==> src/rtl/lcd_hd_pkg.sv <==
package lcd_hd_pkg;

    typedef enum logic [1:0] {
        LVL_GND  = 2'b00,
        LVL_HALF = 2'b01,
        LVL_VDD  = 2'b10
    } lcd_lvl_e;

    // Slot index viewed as {polarity, plane}; counting up walks the frame order.
    typedef struct packed {
        logic neg;
        logic plane;
    } lcd_phase_t;

    localparam int SLOTS_PER_FRAME = 4;

    function automatic lcd_lvl_e lvl_flip(input lcd_lvl_e l);
        return (l == LVL_VDD) ? LVL_GND : LVL_VDD;
    endfunction

    function automatic lcd_lvl_e sel_level(input logic neg);
        return neg ? LVL_GND : LVL_VDD;
    endfunction

    function automatic lcd_lvl_e com_level(input logic selected, input logic neg);
        return selected ? sel_level(neg) : LVL_HALF;
    endfunction

    function automatic lcd_lvl_e seg_level(input logic lit, input logic neg);
        return lit ? lvl_flip(sel_level(neg)) : sel_level(neg);
    endfunction

endpackage

==> src/rtl/lcd_hd_timebase.sv <==
module lcd_hd_timebase
    import lcd_hd_pkg::*;
#(
    parameter int SLOT_CLKS = 20000
) (
    input  logic       clk,
    input  logic       rst,
    input  logic       hold,
    output lcd_phase_t phase,
    output logic       slot_end,
    output logic       frame_end
);
    localparam int CW = (SLOT_CLKS > 2) ? $clog2(SLOT_CLKS) : 1;
    localparam logic [CW-1:0] CNT_LAST = CW'(SLOT_CLKS - 1);

    logic [CW-1:0] cnt;

    assign slot_end  = (cnt == CNT_LAST);
    assign frame_end = slot_end && phase.neg && phase.plane;

    always_ff @(posedge clk) begin
        if (rst || hold) begin
            cnt   <= '0;
            phase <= '0;
        end else if (slot_end) begin
            cnt   <= '0;
            phase <= lcd_phase_t'(phase + 2'd1);
        end else begin
            cnt   <= cnt + 1'b1;
        end
    end

endmodule

==> src/rtl/lcd_hd_planebuf.sv <==
module lcd_hd_planebuf #(
    parameter int WIDTH = 25
) (
    input  logic             clk,
    input  logic             rst,
    input  logic             wr,
    input  logic [WIDTH-1:0] wdata,
    input  logic             load,
    output logic [WIDTH-1:0] shown
);
    logic [WIDTH-1:0] shadow;

    always_ff @(posedge clk) begin
        if (rst) begin
            shadow <= '0;
            shown  <= '0;
        end else begin
            if (load) shown  <= shadow;
            if (wr)   shadow <= wdata;
        end
    end

endmodule

==> src/rtl/lcd_hd_pindrv.sv <==
module lcd_hd_pindrv
    import lcd_hd_pkg::*;
#(
    parameter int NUM_SEG    = 25,
    parameter int NUM_SHARED = 5
) (
    input  lcd_phase_t              phase,
    input  logic                    blank,
    input  logic [NUM_SEG-1:0]      bits_p1,
    input  logic [NUM_SEG-1:0]      bits_p2,
    input  logic [NUM_SHARED-1:0]   port_sel,
    input  logic [NUM_SHARED-1:0]   port_dout,
    output logic [3:0]              com_lvl,
    output logic [2*NUM_SEG-1:0]    seg_lvl
);
    localparam int SHARE_BASE = NUM_SEG - NUM_SHARED;

    lcd_lvl_e com1_l, com2_l;

    always_comb begin
        com1_l = com_level(!phase.plane, phase.neg);
        com2_l = com_level(phase.plane, phase.neg);
        if (blank) begin
            com1_l = LVL_GND;
            com2_l = LVL_GND;
        end
    end

    assign com_lvl = {com2_l, com1_l};

    for (genvar g = 0; g < NUM_SEG; g++) begin : g_line
        logic     lit;
        lcd_lvl_e drv;
        lcd_lvl_e pin;

        assign lit = phase.plane ? bits_p2[g] : bits_p1[g];
        assign drv = seg_level(lit, phase.neg);

        if (g >= SHARE_BASE) begin : g_shared
            always_comb begin
                pin = drv;
                if (port_sel[g-SHARE_BASE])
                    pin = port_dout[g-SHARE_BASE] ? LVL_VDD : LVL_GND;
                if (blank)
                    pin = LVL_GND;
            end
        end else begin : g_plain
            assign pin = blank ? LVL_GND : drv;
        end

        assign seg_lvl[2*g +: 2] = pin;
    end

endmodule

==> src/rtl/lcd_half_duty_drv.sv <==
module lcd_half_duty_drv
    import lcd_hd_pkg::*;
#(
    parameter int NUM_SEG    = 25,
    parameter int NUM_SHARED = 5,
    parameter int SLOT_CLKS  = 20000
) (
    input  logic                  clk,
    input  logic                  rst,
    input  logic                  disp_off,
    input  logic                  clk_stop,
    input  logic                  wr_plane1,
    input  logic                  wr_plane2,
    input  logic [NUM_SEG-1:0]    wr_data,
    input  logic [NUM_SHARED-1:0] port_sel,
    input  logic [NUM_SHARED-1:0] port_dout,
    output logic [3:0]            com_lvl,
    output logic [2*NUM_SEG-1:0]  seg_lvl
);
    logic             hold;
    logic             blank;
    lcd_phase_t       phase;
    logic             slot_end;
    logic             frame_end;
    logic             take_new;
    logic [NUM_SEG-1:0] act_p1, act_p2;

    assign hold     = disp_off | clk_stop;
    assign blank    = rst | hold;
    assign take_new = frame_end | hold;

    lcd_hd_timebase #(.SLOT_CLKS(SLOT_CLKS)) u_tb (
        .clk(clk), .rst(rst), .hold(hold),
        .phase(phase), .slot_end(slot_end), .frame_end(frame_end)
    );

    lcd_hd_planebuf #(.WIDTH(NUM_SEG)) u_buf1 (
        .clk(clk), .rst(rst), .wr(wr_plane1), .wdata(wr_data),
        .load(take_new), .shown(act_p1)
    );

    lcd_hd_planebuf #(.WIDTH(NUM_SEG)) u_buf2 (
        .clk(clk), .rst(rst), .wr(wr_plane2), .wdata(wr_data),
        .load(take_new), .shown(act_p2)
    );

    lcd_hd_pindrv #(.NUM_SEG(NUM_SEG), .NUM_SHARED(NUM_SHARED)) u_pins (
        .phase(phase), .blank(blank), .bits_p1(act_p1), .bits_p2(act_p2),
        .port_sel(port_sel), .port_dout(port_dout),
        .com_lvl(com_lvl), .seg_lvl(seg_lvl)
    );

endmodule

==> config.mk <==
export PLATFORM = sky130hd
export DESIGN_NAME = lcd_half_duty_drv
export DESIGN_NICKNAME = d
export VERILOG_FILES = /design/src/rtl/lcd_hd_pkg.sv /design/src/rtl/lcd_hd_timebase.sv /design/src/rtl/lcd_hd_planebuf.sv /design/src/rtl/lcd_hd_pindrv.sv /design/src/rtl/lcd_half_duty_drv.sv
export SDC_FILE = /design/constraint.sdc
export NUM_CORES = 1
export LEC_CHECK = 0
export BUFFER_PORTS_ARGS = -buffer_cell sky130_fd_sc_hd__buf_4
export CAP_MARGIN = 20
export CORE_ASPECT_RATIO = 1.5
export CORE_UTILIZATION = 35
export DETAILED_ROUTE_END_ITERATION = 6
export SLEW_MARGIN = 20
export SYNTH_ARGS = -nofsm -noshare
export SYNTH_HDL_FRONTEND = slang
export SYNTH_SLANG_ARGS = --single-unit
==> constraint.sdc <==
create_clock -name clk -period 1.6 [get_ports clk]
set_input_delay 0 -clock clk [delete_from_list [all_inputs] [get_ports clk]]
set_output_delay 0 -clock clk [all_outputs]
set_load 0.05 [all_outputs]
==> metrics.txt <==
status finished, violations left; failing checks design-rule violations, negative setup slack; Final Slew Violations 0; TritonCTS Sinks 117; via count 5597; Syn Inst Count 719; crit path launch type register; Critical Path AT 1.80 ns; footprint of the multi-input gates 3890 µm²; Hold Path Class input port to register; CP top delay family buffers and inverters; die area 18500 µm²; FMAX 555 MHz; fin crit period 1.80 ns; Power Density 938 nW/µm²; Worst Skew 0.00881 ns; dpl ws 0.00820 ns; FP Rows 59; htree depth 4; initial antenna violation count 0; Vias/cell 5.38; layout cells sized above 1 27.0%; register area share after synthesis 37.2%; nets 859; DRT Pass-1 Iters 7; max-cap violations 0; worst reg2reg setup slack 0.02 ns; largest net degree at the start of global routing 101; R2R Path Start u_tb.cnt[1]; Max Buffers Root-to-Sink 2; largest cells by area after synthesis dfxtp_1 37%, mux2i_1 13%, a32oi_1 7.0%; post-layout util 49.4%; placed cell area 7130 µm²; gr ovfl total 0; Core Footprint 17500 µm²; Worst EP required 1.60 ns; Max stage delay on crit path 0.38 ns; Final Total Pwr 8.11 mW; Buf/Inv on CP 4; Netlist Area Pre-Place 6290 µm²; area delta synth->final 37.5%; fin area 8650 µm²; Cell Count, Final, Fillers Out 1040; Final Setup Violations 26; Synth warnings 0; I/O Buffers 69; DRT antenna net count 0; Syn Area/Cell 8.75 µm²; worst hold start rst; slack of the critical path -0.201 ns; Hold Vio Cnt, Final 0; hold path cells 3; Residual DRC 9; n_diodes 0; Tcrit/Tclk final 113%; CTS tree built; r2r worst-path depth 5; #FFs+latches synth 117; RSZ-0062 raised after global routing true; first-pass GRT wire length 25700 µm; area share of the largest cell type after synthesis 37.2%; Leak 3.29 nW; most frequent CP cell buf_6; Distinct cells, synth 31; Post-DP HPWL 9610 µm; worst-case vdd ir drop 0.000501 V; worst-path fanout max 6; DP Cell Count 965; Reg2Reg Capture Point u_buf1.shown[1]; Skew-Pair Late Insertion Delay 0.41 ns; endpoint class of the critical path output pin; FF/Latch Area 2350 µm²; clk slew on worst S/H paths 0.06 ns; Max transition margin 62.8%; I/O pin count 95; drt total wl 16300 µm; number of global-route vias before repair 5132; Die H 166 µm; worst setup path category register to output pin; 1st-iter DRT viols 360; Fill cells 1602; routability cong. 0.781; DIE WIDTH 111 µm; Initial Util 36.0%; CTS Buf Count 17; slowest CP cell dfxtp_4; CP cell instances buf_12 > buf_4 > buf_6 > mux2i_4 > xnor2_2 > nor2_2 > buf_6; WHS Endpoint u_buf1.shadow[16]; total track usage 17.3%; CTS root buf clkbuf_16; Worst Max-Slew Pin Slew 0.557 ns; top cell type by total area after synthesis dfxtp_1; DR WL/cell 15.7 µm
area by class of cell:
cell class,count,share of cell area [%]
clock buffer,20,5.16
timing repair buffer,149,17.5
sequential,117,27.2
multi-input combinational,525,45.0
clock inverter,11,1.82
tap,213,3.08
inverter,5,0.217
per-stage QoR:
step	hold WS (ns)	setup TNS (ns)
global placement	0.247	0
detailed placement	0.254	0
floorplan	0.147	0
global route	0.0529	-4.64
finish	0.0455	-2.79
CTS	0.0418	-2.37
metal layers:
metal  track usage (%)  wire length, µm  vias up
li1                  -                -     2742
met1              20.6             6980     2706
met2              30.6             8520      125
met3              2.63              465       24
met4              7.17              309        0
met5                 0                0        -
worst register-to-register path, stage by stage (launching register included):
cell      delay, ns
dfxtp_2        0.35
ha_4           0.13
and4_4         0.23
nand4_4        0.16
buf_12         0.22
o311ai_0       0.37
layout by cell type, fill, tap and decap left out, types with 2 or more instances in the layout:
cell,instances
dfxtp_1,114
nand2_1,103
nor2_1,77
buf_4,74
mux2i_1,64
nor3b_1,50
a32oi_1,50
buf_6,34
conb_1,25
dlygate4sd3_1,25
xnor2_1,24
o311ai_0,21
o311ai_1,19
nor2_2,18
clkbuf_16,18
mux2i_4,13
buf_12,13
xnor2_2,10
o311ai_2,9
nand4_1,6
clkinv_2,6
nand3_1,5
xor2_1,5
mux2i_2,4
bufinv_16,4
inv_2,3
and3_1,3
nor3_1,3
nor4_1,3
inv_1,2
ha_1,2
clkbuf_1,2
dfxtp_2,2
kinds of logic (layout without fill, tap and decap cells):
group                      Yosys count  after routing  share of synthesized area, %
other                                1             25                        0.0596
AOI/OAI and AO/OA                  100            100                          14.8
DFF                                117            117                          37.2
and+or+nand+nor                    277            277                          20.7
xor gates and xnor gates            39             39                          5.43
muxes                               81             81                          12.9
buffers and inverters              101            185                          8.29
adders and majority gates            3              3                         0.597
flip-flops by register name, indices dropped and copies added, names as in the netlist:
name           flops
u_tb.cnt          15
u_buf2.shadow     25
u_buf1.shadow     25
u_buf1.shown      25
u_tb.phase         2
u_buf2.shown      25
synthesized netlist by cell type:
cell type / instances
inv_1: 3
mux2i_1: 81
and2_1: 2
clkbuf_2: 4
conb_1: 1
nand4_2: 1
nand4_1: 6
clkbuf_1: 41
nor3b_1: 50
nor4_1: 3
buf_2: 20
buf_1: 3
nand3_1: 5
xor2_1: 5
ha_1: 3
and4_4: 1
buf_4: 26
a32oi_1: 50
o311ai_0: 43
buf_6: 2
nor4b_2: 1
nor3_1: 3
dfxtp_1: 117
nor2_1: 95
xnor2_1: 34
or2_2: 1
and3_1: 3
nand2_1: 105
inv_2: 2
o311ai_2: 7
or3_1: 1
how the worst max path moves through the flow:
stage / cells past startpoint / start / endpoint
final: 7 / u_tb.phase[0] / seg_lvl[37]
after global routing: 6 / u_tb.phase[0] / seg_lvl[49]
after CTS: 6 / u_tb.phase[0] / seg_lvl[43]
after detailed placement: 5 / u_tb.cnt[0] / u_buf2.shown[16]
after global placement: 7 / u_tb.cnt[0] / u_tb.cnt[9]
after floorplan: 6 / u_tb.cnt[0] / u_buf1.shown[17]
power by group:
part,total (mW),switching (mW),internal (mW)
Sequential,3.16,0.105,3.06
Clock,3.93,1.32,2.62
Combinational,1.02,0.595,0.421
Total,8.11,2.01,6.09
repair_timing:
action | 4_1_cts | 5_1_grt
hold buffers | 25 | 0
pin swaps | 13 | 18
hold endpoints to repair | 50 | 0
gates resized for setup | 37 | 78
setup endpoints to repair | 27 | 87
gates cloned | 1 | 3
setup buffers | 5 | 10
No activity file was read; power rests on OpenSTA's default activity.
